<file path="config.mk">
export PLATFORM = sky130hd
export DESIGN_NAME = cfg_supervisor
export DESIGN_NICKNAME = d
export VERILOG_FILES = /design/src/rtl/cfgsup_pkg.sv /design/src/rtl/cfgsup_sync.sv /design/src/rtl/cfgsup_timer.sv /design/src/rtl/cfgsup_fsm.sv /design/src/rtl/cfgsup_status.sv /design/src/rtl/cfg_supervisor.sv
export SDC_FILE = /design/constraint.sdc
export NUM_CORES = 1
export LEC_CHECK = 0
export BUFFER_PORTS_ARGS = -buffer_cell sky130_fd_sc_hd__clkbuf_2
export CELL_PAD_IN_SITES_DETAIL_PLACEMENT = 0
export CELL_PAD_IN_SITES_GLOBAL_PLACEMENT = 1
export CORE_ASPECT_RATIO = 1.25
export CORE_UTILIZATION = 41
export CTS_CLUSTER_SIZE = 10
export DETAILED_ROUTE_END_ITERATION = 12
export GPL_TIMING_DRIVEN = 0
export PLACE_DENSITY_LB_ADDON = 0.15
export SLEW_MARGIN = 20
export SYNTH_ARGS = -nofsm -noshare
export SYNTH_HDL_FRONTEND = slang
export SYNTH_HIERARCHICAL = 1
export SYNTH_SLANG_ARGS = --single-unit
</file>
<file path="constraint.sdc">
create_clock -name clk -period 2.9 [get_ports clk]
set_clock_uncertainty 0.1 [all_clocks]
set_input_delay 0.29 -clock clk [delete_from_list [all_inputs] [get_ports clk]]
set_output_delay 0.29 -clock clk [all_outputs]
set_load 0.01 [all_outputs]
</file>
<file path="src/rtl/cfgsup_pkg.sv">
// Shared state encoding and fixed timing constants for the configuration
// supervisor. Assumes the synchronizer depth below is used by every input.
package cfgsup_pkg;

    typedef enum logic [3:0] {
        ST_IDLE,
        ST_POWER_ON,
        ST_PROG_PULSE,
        ST_WAIT_INIT_HIGH,
        ST_FLASH_WAKE_HOLD,
        ST_WAIT_DONE,
        ST_CONFIGURED,
        ST_ERROR,
        ST_HOLD_PROG
    } cfg_state_e;

    localparam int unsigned SYNC_STAGES   = 2;
    // cycles after the INIT hold ends before a low INIT counts as a CRC fault
    localparam int unsigned SETTLE_CYCLES = 3;

    // True for the states that make up an active reload sequence.
    function automatic logic seq_active(cfg_state_e s);
        return (s == ST_POWER_ON) || (s == ST_PROG_PULSE) ||
               (s == ST_WAIT_INIT_HIGH) || (s == ST_FLASH_WAKE_HOLD) ||
               (s == ST_WAIT_DONE);
    endfunction

endpackage

</file>
<file path="src/rtl/cfgsup_sync.sv">
// Multi-stage flop synchronizer for asynchronous pad levels.
// Assumes each bit is an independent level; no bus coherency is implied.
module cfgsup_sync #(
    parameter int WIDTH  = 2,
    parameter int STAGES = 2
) (
    input  logic             clk,
    input  logic             rst_n,
    input  logic [WIDTH-1:0] d,
    output logic [WIDTH-1:0] q
);

    logic [STAGES-1:0][WIDTH-1:0] chain_q;

    // shift pad levels through the flop chain
    always_ff @(posedge clk) begin
        if (!rst_n) begin
            chain_q <= '0;
        end else begin
            chain_q[0] <= d;
            for (int s = 1; s < STAGES; s++) begin
                chain_q[s] <= chain_q[s-1];
            end
        end
    end

    assign q = chain_q[STAGES-1];

endmodule

</file>
<file path="src/rtl/cfgsup_timer.sv">
// Saturating cycle counter, cleared whenever the sequencer changes state.
// Assumes the caller compares against limits below the saturation value.
module cfgsup_timer #(
    parameter int TW = 8
) (
    input  logic          clk,
    input  logic          rst_n,
    input  logic          clr,
    output logic [TW-1:0] cnt
);

    // count cycles spent in the current state
    always_ff @(posedge clk) begin
        if (!rst_n) begin
            cnt <= '0;
        end else if (clr) begin
            cnt <= '0;
        end else if (cnt != {TW{1'b1}}) begin
            cnt <= cnt + 1'b1;
        end
    end

endmodule

</file>
<file path="src/rtl/cfgsup_fsm.sv">
// Reload sequencer: power settle, program pulse, INIT release wait,
// flash wake hold on INIT, DONE/CRC/timeout watch, and program hold.
// Assumes init_s and done_s are already synchronized and tmr is cleared
// on every state change (tmr == 0 in the first cycle of each state).
module cfgsup_fsm
    import cfgsup_pkg::*;
#(
    parameter int PWR_CYCLES     = 16,
    parameter int PROG_CYCLES    = 64,
    parameter int WAKE_CYCLES    = 256,
    parameter int TIMEOUT_CYCLES = 1024,
    parameter int TW             = 11
) (
    input  logic          clk,
    input  logic          rst_n,
    input  logic          start_req,
    input  logic          hold_req,
    input  logic          init_s,
    input  logic          done_s,
    input  logic [TW-1:0] tmr,
    output cfg_state_e    state,
    output cfg_state_e    nxt,
    output logic          prog_n,
    output logic          init_oe,
    output logic          ev_clear,
    output logic          ev_crc,
    output logic          ev_tmo
);

    localparam logic [TW-1:0] PWR_LAST  = TW'(PWR_CYCLES - 1);
    localparam logic [TW-1:0] PROG_LAST = TW'(PROG_CYCLES - 1);
    localparam logic [TW-1:0] WAKE_LAST = TW'(WAKE_CYCLES - 1);
    localparam logic [TW-1:0] TMO_LAST  = TW'(TIMEOUT_CYCLES - 1);
    localparam logic [TW-1:0] SETTLE    = TW'(SETTLE_CYCLES);

    cfg_state_e state_q;

    // hold the current sequencer state
    always_ff @(posedge clk) begin
        if (!rst_n) state_q <= ST_IDLE;
        else        state_q <= nxt;
    end

    // choose the next state and flag outcome events
    always_comb begin
        nxt      = state_q;
        ev_clear = 1'b0;
        ev_crc   = 1'b0;
        ev_tmo   = 1'b0;
        case (state_q)
            ST_IDLE, ST_CONFIGURED, ST_ERROR: begin
                if (hold_req) begin
                    nxt      = ST_HOLD_PROG;
                    ev_clear = 1'b1;
                end else if (start_req) begin
                    nxt      = ST_POWER_ON;
                    ev_clear = 1'b1;
                end
            end
            ST_POWER_ON: begin
                if (tmr == PWR_LAST) nxt = ST_PROG_PULSE;
            end
            ST_PROG_PULSE: begin
                if (tmr == PROG_LAST) nxt = ST_WAIT_INIT_HIGH;
            end
            ST_WAIT_INIT_HIGH: begin
                if (init_s) begin
                    nxt = ST_FLASH_WAKE_HOLD;
                end else if (tmr == TMO_LAST) begin
                    nxt    = ST_ERROR;
                    ev_tmo = 1'b1;
                end
            end
            ST_FLASH_WAKE_HOLD: begin
                if (tmr == WAKE_LAST) nxt = ST_WAIT_DONE;
            end
            ST_WAIT_DONE: begin
                if (done_s) begin
                    nxt = ST_CONFIGURED;
                end else if ((tmr >= SETTLE) && !init_s) begin
                    nxt    = ST_ERROR;
                    ev_crc = 1'b1;
                end else if (tmr == TMO_LAST) begin
                    nxt    = ST_ERROR;
                    ev_tmo = 1'b1;
                end
            end
            ST_HOLD_PROG: begin
                if (!hold_req) nxt = ST_WAIT_INIT_HIGH;
            end
            default: nxt = ST_IDLE;
        endcase
    end

    // decode pad drives from the current state
    always_comb begin
        prog_n  = !((state_q == ST_PROG_PULSE) || (state_q == ST_HOLD_PROG));
        init_oe = (state_q == ST_FLASH_WAKE_HOLD);
    end

    assign state = state_q;

endmodule

</file>
<file path="src/rtl/cfgsup_status.sv">
// Status and power-enable registers, updated from the next state so that
// they line up with the sequencer state each cycle.
// Assumes ev_clear never coincides with ev_crc or ev_tmo.
module cfgsup_status
    import cfgsup_pkg::*;
(
    input  logic       clk,
    input  logic       rst_n,
    input  cfg_state_e nxt,
    input  logic       done_s,
    input  logic       ev_clear,
    input  logic       ev_crc,
    input  logic       ev_tmo,
    output logic       pwr_en,
    output logic       busy,
    output logic       done,
    output logic       crc_err,
    output logic       timeout
);

    // supply enable latches on once any activity leaves idle
    always_ff @(posedge clk) begin
        if (!rst_n) pwr_en <= 1'b0;
        else        pwr_en <= pwr_en | (nxt != ST_IDLE);
    end

    // busy and done level bits
    always_ff @(posedge clk) begin
        if (!rst_n) begin
            busy <= 1'b0;
            done <= 1'b0;
        end else begin
            busy <= seq_active(nxt);
            done <= done_s;
        end
    end

    // sticky outcome flags, cleared when a new request is accepted
    always_ff @(posedge clk) begin
        if (!rst_n) begin
            crc_err <= 1'b0;
            timeout <= 1'b0;
        end else if (ev_clear) begin
            crc_err <= 1'b0;
            timeout <= 1'b0;
        end else begin
            if (ev_crc) crc_err <= 1'b1;
            if (ev_tmo) timeout <= 1'b1;
        end
    end

endmodule

</file>
<file path="src/rtl/cfg_supervisor.sv">
// Top of the FPGA configuration supervisor. Synchronizes INIT and DONE,
// times each phase with one shared counter and reports four status bits.
// Assumes INIT and DONE pads are pulled up externally and init_oe drives
// the INIT pad to 0 only (open drain). TIMEOUT_CYCLES must exceed 3.
module cfg_supervisor #(
    parameter int PWR_CYCLES     = 1000,
    parameter int PROG_CYCLES    = 64,
    parameter int WAKE_CYCLES    = 250000,
    parameter int TIMEOUT_CYCLES = 10000000
) (
    input  logic clk,
    input  logic rst_n,
    input  logic start_req,
    input  logic hold_req,
    input  logic init_in,
    input  logic done_in,
    output logic pwr_en,
    output logic prog_n,
    output logic init_oe,
    output logic stat_busy,
    output logic stat_done,
    output logic stat_crc_err,
    output logic stat_timeout
);
    import cfgsup_pkg::*;

    localparam int MAX_AB = (PWR_CYCLES > PROG_CYCLES) ? PWR_CYCLES : PROG_CYCLES;
    localparam int MAX_CD = (WAKE_CYCLES > TIMEOUT_CYCLES) ? WAKE_CYCLES : TIMEOUT_CYCLES;
    localparam int MAX_C  = (MAX_AB > MAX_CD) ? MAX_AB : MAX_CD;
    localparam int TW     = $clog2(MAX_C + 1);

    logic [1:0]    pad_s;
    logic          init_s;
    logic          done_s;
    logic [TW-1:0] tmr;
    cfg_state_e    state;
    cfg_state_e    nxt;
    logic          ev_clear;
    logic          ev_crc;
    logic          ev_tmo;

    cfgsup_sync #(.WIDTH(2), .STAGES(SYNC_STAGES)) u_sync (
        .clk   (clk),
        .rst_n (rst_n),
        .d     ({done_in, init_in}),
        .q     (pad_s)
    );
    assign init_s = pad_s[0];
    assign done_s = pad_s[1];

    cfgsup_timer #(.TW(TW)) u_timer (
        .clk   (clk),
        .rst_n (rst_n),
        .clr   (nxt != state),
        .cnt   (tmr)
    );

    cfgsup_fsm #(
        .PWR_CYCLES     (PWR_CYCLES),
        .PROG_CYCLES    (PROG_CYCLES),
        .WAKE_CYCLES    (WAKE_CYCLES),
        .TIMEOUT_CYCLES (TIMEOUT_CYCLES),
        .TW             (TW)
    ) u_fsm (
        .clk       (clk),
        .rst_n     (rst_n),
        .start_req (start_req),
        .hold_req  (hold_req),
        .init_s    (init_s),
        .done_s    (done_s),
        .tmr       (tmr),
        .state     (state),
        .nxt       (nxt),
        .prog_n    (prog_n),
        .init_oe   (init_oe),
        .ev_clear  (ev_clear),
        .ev_crc    (ev_crc),
        .ev_tmo    (ev_tmo)
    );

    cfgsup_status u_status (
        .clk      (clk),
        .rst_n    (rst_n),
        .nxt      (nxt),
        .done_s   (done_s),
        .ev_clear (ev_clear),
        .ev_crc   (ev_crc),
        .ev_tmo   (ev_tmo),
        .pwr_en   (pwr_en),
        .busy     (stat_busy),
        .done     (stat_done),
        .crc_err  (stat_crc_err),
        .timeout  (stat_timeout)
    );

endmodule

</file>
**Word level (Yosys, flattened, before mapping)**

Cells that the tools add are included.

- Multipliers: 0
- Reductions and logical operators: 13
- Eq/ne operators: 19
- $add $sub $neg: 1
- Order comparisons: 1
- Muxes and demuxes: 22
- Shift operators: 0
- Bitwise gates (word level): 2
- Div/mod/pow operators: 0

Operator list:

| kind | number |
|---|---|
| $mux 4 | 10 |
| $pmux 4 s7 | 1 |
| $add 24x1->24 const B | 1 |
| $eq 24x10->1 const B | 1 |
| $eq 24x18->1 const B | 1 |
| $eq 24x24->1 const B | 1 |
| $eq 24x6->1 const B | 1 |
| $eq 4x3->1 const B | 6 |
| $ge 24x2->1 const B | 1 |
| $ne 24x24->1 const B | 1 |
| $eq 4x2->1 const B | 4 |
| $mux 1 | 10 |
| $eq 4x1->1 const B | 2 |
| $logic_or 1x1->1 | 5 |
| $eq 4x4->1 const B | 1 |
| $logic_not 4->1 | 1 |
| $ne 4x4->1 | 1 |
| $reduce_bool 4->1 | 1 |
| $reduce_or 2->1 | 2 |
| $reduce_or 3->1 | 1 |
| $logic_not 1->1 | 2 |
| $pmux 1 s2 | 1 |
| $logic_and 1x1->1 | 1 |
| $not 1->1 | 1 |
| $or 1x1->1 | 1 |

- Word-level logic and storage cells: 67
- Output and inout bits: 7
- Input port bits: 6
- RAM bits: 0
- Bits in latches: 0
- Memories: 0
- Bits in read-only memories: 0
- Register bits: 37

**Logic depth before layout (Yosys ltp)**

Gate-level depths: netlist of run 1.

- Word-level depth: 10
- Mapped depth: 12
- Gate-level depth less buffers: 9

**Modules after synthesis**

The synthesis of run 1 kept the hierarchy.

By module, submodules not included:

| module | seq. area each (um^2) | instances | cells each | area each (um^2) |
|---|---|---|---|---|
| cfgsup_timer | 480.5 | 1 | 149 | 1201.2 |
| cfgsup_fsm | 80.1 | 1 | 88 | 634.4 |
| cfgsup_status | 100.1 | 1 | 15 | 156.4 |
| cfgsup_sync | 80.1 | 1 | 10 | 120.1 |
| cfg_supervisor | 0.0 | 1 | 5 | 41.3 |

**Least setup slack after synthesis of run 1**

OpenSTA, ideal clock, no wires.

- Path kind: register -> register
- Start point: register u_timer.cnt[13]
- End point: register u_timer.cnt[0]
- Cell stages (with the launch flop): 12
- Clock period less this slack: 2.840 ns
- Required time: 2.672 ns
- Setup time: 0.128 ns
- Path slack: 0.060 ns
- Arrival time: 2.612 ns
- Buffers on the path: 2
- Cells stage by stage: dfxtp_1 > or4_4 > or3_4 > nor4_4 > or2b_1 > nand3_1 > xnor2_1 > nand4_1 > nand2b_1 > clkbuf_1 > clkbuf_1 > nor2_1

- Cells in the longest elaborated chain, start to end: 7
- Elaborated cells between the ends (all ways): 17
- Classes of those cells: order compare (1); eq/ne (6); mux (8); reduce/logical (2)

Ends and longest elaborated chain:

| what | line | text |
|---|---|---|
| from (decl) | cfgsup_timer.sv:9 | `output logic [TW-1:0] cnt` |
| from (signal assigned) | cfgsup_timer.sv:19 | `cnt <= cnt + 1'b1;` |
| $ge 24x2->1 / $eq 24x24->1 (equally long branches) | cfgsup_fsm.sv:80, cfgsup_fsm.sv:69, cfgsup_fsm.sv:83 |  |
| $logic_and 1x1->1 / $mux 4 (equally long branches) | cfgsup_fsm.sv:80, cfgsup_fsm.sv:69, cfgsup_fsm.sv:83 |  |
| $mux 4 | cfgsup_fsm.sv:80 | `end else if ((tmr >= SETTLE) && !init_s) begin` |
| $mux 4 | cfgsup_fsm.sv:78 | `if (done_s) begin` |
| $pmux 4 s7 (*) | cfgsup_fsm.sv:50 | `case (state_q)` |
| net nxt[0] | cfg_supervisor.sv:37 | `cfg_state_e nxt;` |
| $ne 4x4->1 (*) | cfg_supervisor.sv:54 | `.clr (nxt != state),` |
| $reduce_or 2->1 (no line) (*) | - |  |

The timed path passes the listed nets; every way through them passes the cells marked *.
A chain may end at the register's enable or synchronous reset.

**Final worst setup path of run 1**

- Start point: register u_timer.cnt[13]
- End point: register u_timer.cnt[1]

Same word-level chain as after synthesis.

==> flow_summary.yaml, run 1 <==
yosys:
  synth_top_family_by_area: "simple AND/OR/NAND/NOR gates"
  ys_seq_area_share_pct: 34.4
  yosys-mux-area-fraction_pct: 0.465
  ys_top_cells_by_area: "dfxtp_1 (34%), nor2_1 (6.1%), xnor2_1 (5.7%), nand2_1 (3.8%), a21oi_1 (3.5%)"
  synth_compound_area_share_pct: 15.0
  synth_ff_type: "dfxtp_1"
  synth_adder_area_share_pct: 0.581
  synth_edf_count: 0
  yosysWarnings: 6
  ys_types: 54
  avgSynthCellArea_um2: 8.06
  synth_area_um2: 2150
  async_reset_ff_share_pct: 0
  ys_ff_latch: 37
  synthSimpleGateAreaFrac_pct: 39.0
  synth_top_area_share_pct: 34.4
  syn_nets: 274
  netlist_instances: 267
  synth_xor_xnor_area_share_pct: 6.91
  synth.largest_area_cell: "dfxtp_1"
worst_setup_path:
  critPathRequiredTime_ps: 3020
  worstPathMaxFanout: 10
  crit_type: "flop to flop"
  worst_setup_path_end_kind: "flop"
  arrival_ps: 2880
  cp-start-kind: "flop"
route:
  routedWlPerCell_um: 15.6
  wirelength_um: 5470
  drc_errors: 0
  dr.pass1.iters: 4
  vias: 2022
  viasPerCell: 5.78
  first_iter_violations: 90
  ant_nets: 0
global_routing:
  grt_pass1_vias: 1901
  gr-usage-all-layers_pct: 21.5
  grt_pass1_wl_um: 9060
  grt_overflow: 0
  antenna_found_initial: 0
  grt_max_degree: 14
sta:
  period_needed_ps: 2750
  worst_pin_slew_ps: 498
  fin_crit_sh_pct: 95.0
  setup_violations: 0
  relSlewSlack_pct: 65.9
  drv_slew: 0
  fmax_ghz: 0.363
  hold_viol_final: 0
  holdWs_ps: 94.7
pwr:
  peakVddDrop_mv: 0.238
  power_mw: 1.04
  power_density_nw_per_um2: 429
  leakage_nw: 0.791
clock_tree:
  insertion_delay_ps: 290
  cts_max_level: 2
  clock_sinks: 37
  cts-root-buf: "clkbuf_8"
  cts_tree: "built"
  cts_hold_buf: 0
  cts_buffer_depth: 2
  numCtsBuffers: 5
  clk_pin_slew_ps: 80
layout:
  fin_area_um2: 2420
  utilization_pct: 47.6
  stdcell_count: 350
  fin_nets: 294
  area_growth_syn_to_layout_pct: 12.4
  n_antenna_cell: 0
  drive_gt1_share_pct: 15.3
  fill_cells: 517
die:
  dieHeight_um: 83.0
  rows: 29
  num_io_pins: 13
  fp.dieW_um: 66.8
  core_area_um2: 5080
  fp.dieArea_um2: 5550
  initial_core_util_pct: 42.4
min_path:
  hold_path_class: "primary input to flop"
place:
  place_congestion: 0.836
  dp_hpwl_um: 3980
  numPortBuffers: 12
  place_area_um2: 2290
  placed_cells: 341
outcome:
  status: "finished clean"
run:
  max_cap_viol_count: 0
==> metal layers <==
layer	vias up	global-route usage [%]	wire, µm
met5	-	0	0
met4	0	11.6	130
met3	10	3.71	137
met2	36	36.6	2830
met1	968	24.5	2370
li1	1008	-	-
==> power by group <==
part	total [mW]	leakage, nW	switching (mW)	internal [mW]
combinational	0.132	0.445	0.0730	0.0586
clock	0.375	0.0445	0.204	0.171
sequential	0.531	0.301	0.0104	0.521
==> through the flow <==
stage,setup WS [ps],TNS [ps]
after floorplan,60.3,0
final,145,0
after detailed placement,-476,-8560
after global placement,-416,-8040
after global routing,-3.75,-4.95
after CTS,2.17,0
==> cell usage in the layout (no fill, tap or decap), types with 2 or more instances in the layout <==
master     count
a211oi_1       3
a21oi_1       14
a21oi_2        3
a31oi_1        3
and2_1        11
and4_1         5
and4b_1        3
buf_2          3
buf_4          5
clkbuf_1       5
clkbuf_2      12
clkbuf_8       6
dfxtp_1       35
dfxtp_2        2
inv_1          5
nand2_1       22
nand2b_1       2
nand3_1       12
nand4_1       10
nand4bb_1      2
nor2_1        35
nor2b_1        3
nor3_1         6
nor3b_1        3
nor4_1         4
nor4b_1        4
nor4bb_1       2
o2111ai_1      3
o21ai_0       11
o31ai_1        2
or3_1          6
or4_1          2
xnor2_1       14
xor2_1         3
==> cells by family after synthesis <==
| family | after synthesis |
|---|---|
| adder cells (fa/ha/maj) | 1 |
| multiplexers | 1 |
| AND/OR/NAND/NOR | 145 |
| buffers and inverters | 18 |
| XOR/XNOR | 17 |
| flip-flops | 37 |
| AO/OA/AOI/OAI | 48 |
==> cell type report <==
class	instances	area (µm²)	share of cell area (%)
plain buffers	12	70.1	2.90
clock buffers	5	68.8	2.84
clock inverters	3	21.3	0.879
inverters	5	18.8	0.776
multi-input cells	212	1350	55.6
flip-flops and latches	37	743	30.7
well taps	62	77.6	3.21
repair buffers	14	75.1	3.10
==> registers in the layout, indices dropped and copies added, names as in the netlist <==
signal            count
u_status/timeout      1
u_status/crc_err      1
u_timer/cnt          24
u_fsm/state           4
u_sync/chain_q        2
u_status/busy         1
u_sync/q              2
u_status/pwr_en       1
u_status/done         1
==> path summary, 6_finish.rpt <==
path	start	end	slack, ps	cells after the start
worst max-delay path	u_timer/cnt[13]$_SDFFE_PP0P_	u_timer/cnt[1]$_SDFFE_PP0P_	150	10
worst max register to register	u_timer/cnt[13]$_SDFFE_PP0P_	u_timer/cnt[1]$_SDFFE_PP0P_	150	10
worst min register to register	u_sync/chain_q[0]$_SDFF_PN0_	u_sync/q[0]$_SDFF_PN0_	340	1
worst min-delay path	init_in	u_sync/chain_q[0]$_SDFF_PN0_	90	2
==> worst max-delay path, stage by stage (launching register included) <==
cell      delay [ps]
dfxtp_2          360
or4_4            550
or3_4            420
nor4_4           190
or2b_1           160
nand3_1          120
xnor2_1          160
nand4_1          120
nand2b_4         200
buf_4            190
a21oi_1          120
==> what timing repair did <==
item / 4_1_cts / 5_1_grt
setup buffers: 0 / 2
setup endpoints to repair: 20 / 20
resized for setup: 7 / 4
cloned: 0 / 0
pin swaps: 1 / 2
==> cell usage after synthesis, types with 5 or more instances <==
cell	count
clkbuf_1	8
and4_1	5
nand2_1	22
dfxtp_1	37
nand3_1	12
nor3_1	6
and2_1	11
or3_1	6
o21ai_0	11
xnor2_1	14
nand4_1	10
a21oi_1	15
inv_1	5
nor2_1	35
Note: power is estimated with default switching activity, not from simulation.
==> run 2, diff against run 1 <==
--- a/config.mk
+++ b/config.mk
@@ -13,7 +13,7 @@
 export CTS_CLUSTER_SIZE = 10
 export DETAILED_ROUTE_END_ITERATION = 12
 export GPL_TIMING_DRIVEN = 0
-export PLACE_DENSITY_LB_ADDON = 0.15
+export PLACE_DENSITY = 0.71
 export SLEW_MARGIN = 20
 export SYNTH_ARGS = -nofsm -noshare
 export SYNTH_HDL_FRONTEND = slang
==> run 2 against run 1 <==
  * Fmax is 0.35% higher
  * Sequential share of layout area hardly changed
  * Critical path depth stayed put
  * Routed wire length is 0.90% lower
  * Largest cell class unchanged
  * Largest power group unchanged
  * Highest routed layer unchanged
==> flow_summary.yaml, run 2 (synthesis results as in run 1) <==
layout:
  max_flop_register: "u_timer/cnt"
  area_growth_syn_to_layout_pct: 12.5
  largest_reg_flops: 24
  fin_nets: 294
  mostFrequentLayoutCells: "nor2_1 (35), dfxtp_1 (35), nand2_1 (22), a21oi_1 (15), xnor2_1 (14)"
  fill_cells: 550
  multiInputGateArea_um2: 1340
  seq_area_um2: 743
  n_antenna_cell: 0
  fin_area_um2: 2420
  drive_gt1_share_pct: 14.9
sta:
  worst_pin_slew_ps: 517
  fin_setup_tns_ps: 0
  fmax_ghz: 0.364
  fin_crit_sh_pct: 94.7
  setup_violations: 0
  relSlewSlack_pct: 65.1
  period_needed_ps: 2750
  holdWs_ps: 94.0
  worst_slack_ps: 155
  rsz0062_at_grt: "false"
  drv_slew: 0
  hold_viol_final: 0
route:
  wl_met3_um: 121
  ant_nets: 0
  dr.pass1.iters: 6
  drc_errors: 0
  routed.top_layer: "met4"
  wirelength_um: 5430
  viasPerCell: 5.59
  first_iter_violations: 74
  wirelength_met1_um: 2490
  routedWlPerCell_um: 15.5
  wl_met2_um: 2740
  vias: 1956
clock_tree:
  cts-root-buf: "clkbuf_8"
  clock_sinks: 37
  cts_max_level: 2
  cts_buffer_depth: 2
  numCtsBuffers: 5
  clk_pin_slew_ps: 80
  cts_tree: "built"
  cts_hold_buf: 0
  insertion_delay_ps: 290
outcome:
  status: "finished clean"
die:
  core_area_um2: 5080
  rows: 29
  dieHeight_um: 83.0
  fp.dieW_um: 66.8
  initial_core_util_pct: 42.4
  fp.dieArea_um2: 5550
  num_io_pins: 13
place:
  dp_hpwl_um: 3960
  numPortBuffers: 12
  place_congestion: 0.859
  place_area_um2: 2290
  place_ws_ps: -486
worst_setup_path:
  worst_setup_path_end_kind: "flop"
  r2r-start: "u_timer/cnt[13]$_SDFFE_PP0P_"
  critPathRequiredTime_ps: 3030
  arrival_ps: 2870
  worstReg2RegEnd: "u_timer/cnt[19]$_SDFFE_PP0P_"
  worstPathMaxFanout: 10
  rrSetupSlack_ps: 150
  crit_type: "flop to flop"
  rr_worst_depth: 10
  cp-start-kind: "flop"
global_routing:
  grt_pass1_wl_um: 8870
  grt_pass1_vias: 1802
  grt_max_degree: 14
  grt_overflow: 0
  gr-usage-all-layers_pct: 21.0
  antenna_found_initial: 0
min_path:
  hp-start: "init_in"
  min_to: "u_sync/chain_q[0]$_SDFF_PN0_"
  min_path_cells: 2
  hold_path_class: "primary input to flop"
pwr:
  leakage_nw: 0.794
  power_density_nw_per_um2: 430
  peakVddDrop_mv: 0.301
run:
  max_cap_viol_count: 0
[run 2: cell types whose count changed in the layout (fill, tap and decap cells not counted)]
| cell | delta |
|---|---|
| a21oi_1 | +1 |
| clkbuf_8 | +1 |
| buf_4 | -1 |
| a21oi_2 | -1 |
[run 2: stage by stage]
| step | std cells | total power, mW | util, % |
|---|---|---|---|
| finish | 350 | 1.04 | 47.7 |
| detailed placement | 341 | 0.666 | 45.1 |
| CTS | 348 | 1.05 | 47.3 |
| floorplan | 267 | 0.626 | - |
| global placement | 341 | 0.666 | 45.1 |
| global route | 350 | 1.09 | 47.7 |
[run 2: critical path: stages (launching register included)]
cell,delay [ps]
dfxtp_2,360
or4_4,540
or3_4,420
o31ai_4,230
a21o_1,180
nand2_1,100
xnor2_1,140
nand4_1,100
nand2b_4,190
clkbuf_8,190
a21oi_1,110
[run 2: report_power, final]
part           total [mW]  internal, mW  switching (mW)  leakage (nW)
clock               0.370         0.171           0.200        0.0445
combinational       0.139        0.0636          0.0753         0.449
sequential          0.532         0.521          0.0109         0.301
total                1.04         0.755           0.286         0.794
[run 2: per-layer routing]
metal	up-vias	track usage [%]
met5	-	0
met4	0	7.35
met3	6	3.30
met2	35	36.6
met1	907	25.1
li1	1008	-
[run 2: cell type report]
cell class / count / area share, %
Inverter: 5 / 0.775
Multi-Input combinational cell: 212 / 55.4
Tap cell: 62 / 3.20
Clock buffer: 5 / 2.84
Buffer: 12 / 3.15
Timing Repair Buffer: 14 / 3.10
Sequential cell: 37 / 30.7
Clock inverter: 3 / 0.878
[run 2: how the worst max path moves through the flow]
stage	cells past startpoint	startpoint	endpoint	slack [ps]
after floorplan	11	u_timer/cnt[13]$_SDFFE_PP0P_	u_timer/cnt[0]$_SDFFE_PP0P_	60
after global placement	11	u_timer/cnt[13]$_SDFFE_PP0P_	u_timer/cnt[0]$_SDFFE_PP0P_	-480
after detailed placement	11	u_timer/cnt[13]$_SDFFE_PP0P_	u_timer/cnt[9]$_SDFFE_PP0P_	-490
after CTS	10	u_timer/cnt[13]$_SDFFE_PP0P_	u_timer/cnt[21]$_SDFFE_PP0P_	10
after global routing	10	u_timer/cnt[13]$_SDFFE_PP0P_	u_timer/cnt[19]$_SDFFE_PP0P_	30
final	10	u_timer/cnt[13]$_SDFFE_PP0P_	u_timer/cnt[19]$_SDFFE_PP0P_	150
[run 2: repair_timing]
item | 4_1_cts | 5_1_grt
cloned | 0 | 0
buffers inserted | 0 | 2
pin swaps | 0 | 4
endpoints found under the setup margin | 20 | 20
gates resized for setup | 8 | 2
